`src/rtl/dma_arb_pkg.sv`:
```
package dma_arb_pkg;

  typedef enum logic {
    ARB_IDLE = 1'b0,
    ARB_BUSY = 1'b1
  } arb_state_t;

  // class 0 = low, class 1 = high
  localparam int unsigned NUM_CLASSES = 2;

endpackage

```
`src/rtl/dma_sw_latch.sv`:
```
// Holds software triggers until the channel is granted.
module dma_sw_latch #(
  parameter int unsigned NUM_CH = 32
) (
  input  logic              clk,
  input  logic              rst,
  input  logic [NUM_CH-1:0] sw_trig,
  input  logic [NUM_CH-1:0] chan_en,
  input  logic [NUM_CH-1:0] clr_vec,
  output logic [NUM_CH-1:0] pend
);

  logic [NUM_CH-1:0] pend_q;

  always_ff @(posedge clk) begin
    if (rst) begin
      pend_q <= '0;
    end else begin
      // a trigger arriving in the grant cycle survives the clear
      pend_q <= ((pend_q & ~clr_vec) | sw_trig) & chan_en;
    end
  end

  assign pend = pend_q;

endmodule

```
`src/rtl/dma_lowest_pick.sv`:
```
// Finds the lowest set bit of a request vector.
module dma_lowest_pick #(
  parameter int unsigned NUM_CH = 32,
  parameter int unsigned IDX_W  = (NUM_CH > 1) ? $clog2(NUM_CH) : 1
) (
  input  logic [NUM_CH-1:0] req,
  output logic              found,
  output logic [IDX_W-1:0]  idx
);

  always_comb begin
    idx = '0;
    for (int i = NUM_CH - 1; i >= 0; i--) begin
      if (req[i]) begin
        idx = IDX_W'(i);
      end
    end
  end

  assign found = |req;

endmodule

```
`src/rtl/dma_class_select.sv`:
```
// Two-class selection: the high class first, then the lowest index.
module dma_class_select #(
  parameter int unsigned NUM_CH = 32,
  parameter int unsigned IDX_W  = (NUM_CH > 1) ? $clog2(NUM_CH) : 1
) (
  input  logic [NUM_CH-1:0] elig,
  input  logic [NUM_CH-1:0] prio_hi,
  output logic              any,
  output logic [IDX_W-1:0]  win_idx
);

  import dma_arb_pkg::*;

  logic [NUM_CLASSES-1:0] cls_found;
  logic [IDX_W-1:0]       cls_idx [NUM_CLASSES];

  for (genvar c = 0; c < NUM_CLASSES; c++) begin : g_class
    logic [NUM_CH-1:0] cls_req;
    assign cls_req = (c == 0) ? (elig & ~prio_hi) : (elig & prio_hi);

    dma_lowest_pick #(
      .NUM_CH(NUM_CH),
      .IDX_W (IDX_W)
    ) u_pick (
      .req  (cls_req),
      .found(cls_found[c]),
      .idx  (cls_idx[c])
    );
  end

  assign any     = |cls_found;
  assign win_idx = cls_found[1] ? cls_idx[1] : cls_idx[0];

endmodule

```
`src/rtl/dma_grant_ctrl.sv`:
```
// Registered grant, held until done, followed by a one-cycle acknowledge.
module dma_grant_ctrl #(
  parameter int unsigned NUM_CH = 32,
  parameter int unsigned IDX_W  = (NUM_CH > 1) ? $clog2(NUM_CH) : 1
) (
  input  logic              clk,
  input  logic              rst,
  input  logic              any,
  input  logic [IDX_W-1:0]  win_idx,
  input  logic              core_bus_req,
  input  logic              xfer_done,
  output logic              issue,
  output logic              grant_valid,
  output logic [IDX_W-1:0]  grant_idx,
  output logic [NUM_CH-1:0] chan_ack
);

  import dma_arb_pkg::*;

  localparam logic [NUM_CH-1:0] ONE = {{(NUM_CH-1){1'b0}}, 1'b1};

  arb_state_t        state_q;
  logic              gv_q;
  logic [IDX_W-1:0]  gi_q;
  logic [NUM_CH-1:0] ack_q;

  assign issue = (state_q == ARB_IDLE) && any && !core_bus_req;

  always_ff @(posedge clk) begin
    if (rst) begin
      state_q <= ARB_IDLE;
      gv_q    <= 1'b0;
      gi_q    <= '0;
      ack_q   <= '0;
    end else begin
      ack_q <= '0;
      case (state_q)
        ARB_IDLE: begin
          if (issue) begin
            state_q <= ARB_BUSY;
            gv_q    <= 1'b1;
            gi_q    <= win_idx;
          end
        end
        ARB_BUSY: begin
          if (xfer_done) begin
            state_q <= ARB_IDLE;
            gv_q    <= 1'b0;
            ack_q   <= ONE << gi_q;
          end
        end
        default: state_q <= ARB_IDLE;
      endcase
    end
  end

  assign grant_valid = gv_q;
  assign grant_idx   = gi_q;
  assign chan_ack    = ack_q;

endmodule

```
`src/rtl/dma_req_arbiter.sv`:
```
// Top: channel request arbiter for the transfer engine.
module dma_req_arbiter #(
  parameter int unsigned NUM_CH = 32,
  parameter int unsigned IDX_W  = (NUM_CH > 1) ? $clog2(NUM_CH) : 1
) (
  input  logic              clk,
  input  logic              rst,
  input  logic [NUM_CH-1:0] hw_req,
  input  logic [NUM_CH-1:0] hw_mask,
  input  logic [NUM_CH-1:0] chan_en,
  input  logic [NUM_CH-1:0] chan_prio,
  input  logic [NUM_CH-1:0] sw_trig,
  input  logic              core_bus_req,
  input  logic              xfer_done,
  output logic              grant_valid,
  output logic [IDX_W-1:0]  grant_idx,
  output logic [NUM_CH-1:0] chan_ack
);

  localparam logic [NUM_CH-1:0] ONE = {{(NUM_CH-1){1'b0}}, 1'b1};

  logic [NUM_CH-1:0] sw_pend;
  logic [NUM_CH-1:0] elig;
  logic [NUM_CH-1:0] clr_vec;
  logic              any;
  logic [IDX_W-1:0]  win_idx;
  logic              issue;

  assign elig    = chan_en & ((hw_req & ~hw_mask) | sw_pend);
  assign clr_vec = issue ? (ONE << win_idx) : '0;

  dma_sw_latch #(
    .NUM_CH(NUM_CH)
  ) u_sw (
    .clk    (clk),
    .rst    (rst),
    .sw_trig(sw_trig),
    .chan_en(chan_en),
    .clr_vec(clr_vec),
    .pend   (sw_pend)
  );

  dma_class_select #(
    .NUM_CH(NUM_CH),
    .IDX_W (IDX_W)
  ) u_sel (
    .elig   (elig),
    .prio_hi(chan_prio),
    .any    (any),
    .win_idx(win_idx)
  );

  dma_grant_ctrl #(
    .NUM_CH(NUM_CH),
    .IDX_W (IDX_W)
  ) u_ctrl (
    .clk         (clk),
    .rst         (rst),
    .any         (any),
    .win_idx     (win_idx),
    .core_bus_req(core_bus_req),
    .xfer_done   (xfer_done),
    .issue       (issue),
    .grant_valid (grant_valid),
    .grant_idx   (grant_idx),
    .chan_ack    (chan_ack)
  );

endmodule

```
`config.mk`:
```
export PLATFORM = sky130hd
export DESIGN_NAME = dma_req_arbiter
export DESIGN_NICKNAME = d
export VERILOG_FILES = /design/src/rtl/dma_arb_pkg.sv /design/src/rtl/dma_sw_latch.sv /design/src/rtl/dma_lowest_pick.sv /design/src/rtl/dma_class_select.sv /design/src/rtl/dma_grant_ctrl.sv /design/src/rtl/dma_req_arbiter.sv
export SDC_FILE = /design/constraint.sdc
export NUM_CORES = 1
export LEC_CHECK = 0
export ABC_AREA = 1
export ABC_CLOCK_PERIOD_IN_PS = 3070
export CORE_MARGIN = 2
export CORE_UTILIZATION = 40
export DETAILED_ROUTE_END_ITERATION = 10
export DONT_BUFFER_PORTS = 1
export PLACE_DENSITY = 0.54
export SYNTH_ARGS = -nofsm -noshare
export SYNTH_HDL_FRONTEND = slang
export SYNTH_HIERARCHICAL = 1
export SYNTH_SLANG_ARGS = --single-unit
```
`constraint.sdc`:
```
create_clock -name clk -period 3.07 [get_ports clk]
set_clock_uncertainty 0.2 [all_clocks]
set_input_delay 0.614 -clock clk [delete_from_list [all_inputs] [get_ports clk]]
set_output_delay 0.614 -clock clk [all_outputs]
set_load 0.1 [all_outputs]
```
Word level (Yosys, flattened, before mapping)
Index checks and enable logic that the tools add are counted.

Bits of input ports: 164. Register bits after elaboration: 71. Output and inout port bits: 38.

Muxes and demuxes: 72. Bitwise operators: 13. Equality and inequality tests: 2. Reduce and logical (&&, ||, !) cells: 8. Shifts and indexed selects: 2.

Operators with widths (count): $mux 5 (65); $and 32x32->32 (6); $not 32->32 (3); $or 32x32->32 (2); $reduce_or 64->1 (1); $shl 1x5->32 const A (2); $mux 32 (1); $reduce_or 32->1 (1); $mux 1 (4); $ne 2x2->1 const B (2); $pmux 1 s2 (2); $reduce_and 2->1 (2); $reduce_or 3->1 (1); $logic_and 1x1->1 (2); $not 1->1 (2); $logic_not 1->1 (1).

Longest topological paths before layout
Word-level depth: 44. Mapped depth: 45. Mapped depth without buffers: 45.

Cells and area by module
The synthesis kept the hierarchy.

By module, submodules not included: dma_sw_latch (sequential area each 640.6 um^2, area each 1438.9 um^2, times used 1, cells each 196); dma_grant_ctrl (sequential area each 780.7 um^2, area each 1216.2 um^2, times used 1, cells each 133); dma_lowest_pick (sequential area each 0.0 um^2, area each 470.5 um^2, times used 2, cells each 107); dma_req_arbiter (sequential area each 0.0 um^2, area each 788.3 um^2, times used 1, cells each 190); dma_class_select (sequential area each 0.0 um^2, area each 546.8 um^2, times used 1, cells each 145).

Worst setup path after synthesis
Ideal clock, no wire load.

Kind: input to register. Start point: input port hw_mask[29]. End point: register u_sw.pend_q[17] (netlist: u_sw/pend[17]). Path buffers: 0. Setup slack: -277 ps. Arrival: 3034 ps. Stages on the path: 44. Setup time: 114 ps. Path through: inv_1 -> a21oi_1 -> nor2_1 -> inv_1 -> nor2_1 -> inv_2 -> nand2_1 -> nand2_1 -> nand2_1 -> nand2_1 -> nand2_1 -> nand2_1 -> nand2_1 -> nand2_1 -> nand2_1 -> nand2_1 -> nand2_1 -> nand2_1 -> [... 8 more ...] -> nand2_1 -> nand2_1 -> nand2_1 -> nand2_1 -> nand2_1 -> nand2_1 -> nand2_1 -> nand2_1 -> a21oi_2 -> nand2_1 -> nand2_1 -> inv_2 -> nor2_2 -> nand3_1 -> nor2_1 -> inv_1 -> nand2_1 -> a21oi_2.

RTL lines: start: declaration (line dma_req_arbiter.sv:9) `input logic [NUM_CH-1:0] hw_mask,`; end signal: assignment (line dma_sw_latch.sv:20) `pend_q <= ((pend_q & ~clr_vec) | sw_trig) & chan_en;`; end: declaration (line dma_sw_latch.sv:13) `logic [NUM_CH-1:0] pend_q;`.

==> summary.txt <==
Run status
  • Status: finished, violations left
  • Failing checks: negative setup slack

Clock network
  • Clk sinks: 71
  • # hold bufs at CTS: 0
  • CTS clk-pin slew, worst paths: 0.06 ns
  • Root buffer cell: clkbuf_16
  • CTS H-tree depth: 3
  • CTS tree: yes
  • Worst skew pair latency: 0.34 ns
  • Max Root-Sink Buffers: 2
  • CTS Buf Count: 9

Global routing
  • Met1 usage: 25.4%
  • Largest net degree at the start of global routing: 33
  • Vias in the first global route: 4853
  • Met2 Usage GRT: 35.3%
  • First-pass GRT wire length: 21900 um
  • GRT Resource Usage Total: 20.8%
  • Gr ovfl total: 0
  • Met3 Usage GRT: 5.75%
  • Initial antenna violation count: 0
  • Top Usage Layer GRT: met2

Floorplan
  • Die ar.: 0.0132 mm^2
  • Die W: 115 um
  • Cell row count: 40
  • # IOs: 202
  • Core area: 0.0120 mm^2
  • Initial core utilization: 41.1%
  • Die Ht: 115 um

Timing
  • Fin. Hold Viols: 0
  • Final Worst Setup Slack: -0.418 ns
  • Max frequency: 0.287 GHz
  • Final Setup Violations: 33
  • Worst Max-Slew Pin Slew: 1.00 ns
  • RSZ-0062 raised after global routing: true
  • WHS: 0.187 ns
  • Tcrit/Tclk final: 114%
  • Rel. slew slack: 33.1%
  • Crit path time final: 3.49 ns
  • Slew Viols, Final: 0
  • Setup TNS Final: -11.10 ns

Yosys
  • Post-Synthesis Cells: 878
  • Post-Syn Area per Cell: 5.62 um^2
  • Post-Syn Area: 0.00493 mm^2
  • #FFs+latches synth: 71
  • Async SR Flop Fraction: 0%
  • Syn_nets: 1042
  • Number of library cell types mapped by synthesis: 26
  • Post-synthesis sequential area ratio: 28.8%
  • Number of synthesized flops with an enable pin: 0
  • Synth Flop Type: dfxtp_1
  • Syn. warnings: 6

Power
  • Max VDD drop: 0.273 mV
  • LEAKAGE: 3.22 nW
  • Total power: 2.81 mW
  • P per Cell Area: 458 mW/mm^2

Route
  • Wirelength, routed: 13700 um
  • Vias/cell: 4.56
  • Routed length per instance: 12.4 um
  • ANT nets after route: 0
  • Via count: 5021
  • Iteration-0 DRC count of the detailed router: 245
  • First-pass DRT Iterations: 6
  • Residual DRC: 0

Layout
  • Design Area, Final: 0.00614 mm^2
  • Layout net count: 1112
  • Fillers: 1269
  • Layout cell share with drive strength beyond 1: 22.9%
  • Multi-input logic area: 0.00257 mm^2
  • Inserted Diodes: 0
  • Flip-flop and latch area: 0.00143 mm^2
  • Synth-to-Final Area Change: 24.6%

Run
  • # Max-Cap Violations: 0

Placement
  • Dpl hpwl: 11300 um
  • Gpl congestion: 0.951
  • IO Port Bufs: 0
  • Placed Area: 0.00561 mm^2

Critical path
  • Worst r2r src: u_sw/pend[29]
  • CP Class: flop to flop
  • Worst-case reg-to-reg path depth: 42
  • Critical path arrival: 3.52 ns
  • R2R Setup Slk: -0.42 ns
  • Crit. End Element: flop
  • CP most frequent cell: nand2_1
  • Critical R2R Capture: u_sw/pend[23]
  • CP max stage cell: dfxtp_2
  • Crit path launch type: flop
  • Worst EP required: 3.10 ns
  • Crit-path max FO: 6
  • Slowest Stage Delay on Critical Path: 0.33 ns

Min path
  • Type of the most critical hold path: input port to flop
  • Origin of the worst min-delay path: chan_en[29]
  • Worst hold stages: 2
  • Hold Path End: u_sw/pend[29]
stage by stage:
stage | setup WS (ns) | std cells | utilization [%]
after detailed placement | -0.806 | 1078 | 46.7
after global routing | -0.834 | 1100 | 51.1
final | -0.418 | 1100 | 51.1
after global placement | -0.810 | 1078 | 46.7
after CTS | -0.387 | 1097 | 50.2
after floorplan | -0.179 | 878 | -
what timing repair did:
action,CTS,global route
pin swaps,13,17
setup buffers,3,3
setup endpoints to repair,34,36
gates resized for setup,33,31
hold endpoints to repair,0,0
registers in the layout, indices dropped and copies added (netlist names):
signal and flops:
u_ctrl/state_q 1, u_sw/pend 32, u_ctrl/grant_idx 5, u_ctrl/chan_ack 32, u_ctrl/grant_valid 1
logic make-up (layout without fill, tap and decap cells):
group	count (synthesis)	after routing	synth area share (%)
flip-flops	71	71	28.8
buffers and inverters	289	364	24.2
AND/OR/NAND/NOR	432	432	35.2
AO/OA/AOI/OAI	86	86	11.8
power by group:
group	internal [mW]	total (mW)	leakage, nW	switching, mW
clock network	0.555	0.979	0.141	0.425
logic	0.324	0.836	2.50	0.512
registers	0.953	0.996	0.580	0.0436
Yosys cell counts, types with 4 or more instances:
cell type	count	share of area (%)
nand3_1	17	1.7
nand4_1	20	2.5
dfxtp_1	71	29
buf_2	8	0.81
inv_2	18	1.4
inv_1	253	19
bufinv_8	4	1.4
nor2_1	169	13
nand2_2	6	0.76
a21oi_1	40	4.1
a21oi_2	32	5.7
nor4_1	4	0.51
nand2_1	208	16
buf_6	5	1.1
nor3_1	4	0.41
worst max-delay path by stage:
stage	start	endpoint	slack, ns	cells after the start
2_1_floorplan	hw_mask[31]	u_sw/pend[5]	-0.18	44
3_3_place_gp	hw_mask[30]	u_sw/pend[22]	-0.81	44
3_5_place_dp	hw_mask[30]	u_sw/pend[22]	-0.81	44
4_1_cts	u_sw/pend[29]	u_sw/pend[21]	-0.39	43
5_1_grt	u_sw/pend[29]	u_sw/pend[5]	-0.83	43
6_report	u_sw/pend[29]	u_sw/pend[23]	-0.42	42
critical path, delay by kind of cell, from the launching register on:
kind            cells  cell delay, ns
compound gates      3            0.22
flops               1            0.33
buf+inv             4            0.34
simple gates       35            2.27
layout by cell type, fill, tap and decap left out, types with 3 or more instances in the layout:
cell,Yosys,final
a21oi_1,40,37
a21oi_2,32,35
buf_4,1,71
bufinv_8,4,4
clkbuf_16,0,9
dfxtp_1,71,68
dfxtp_2,0,3
inv_1,253,244
inv_2,18,23
inv_6,0,3
nand2_1,208,194
nand2_2,6,18
nand3_1,17,6
nand3_2,0,9
nand4_1,20,20
nor2_1,169,146
nor2_2,2,16
nor2_4,1,10
nor3_1,4,3
nor4_1,4,3
layout make-up:
type | instances | area share [%]
sequential | 71 | 23.2
multi-input combinational | 518 | 41.9
clock inverter | 7 | 0.876
clock buffer | 9 | 3.67
inverter | 275 | 18.0
timing repair buffer | 73 | 9.33
tap | 147 | 2.99
routing by layer:
layer / vias to the layer above / part of all wire [%]
li1: 2666 / -
met3: 20 / 7.3
met5: - / 0
met2: 159 / 46
met1: 2176 / 45
met4: 0 / 2.2
Power figures use the tool's default switching activity.
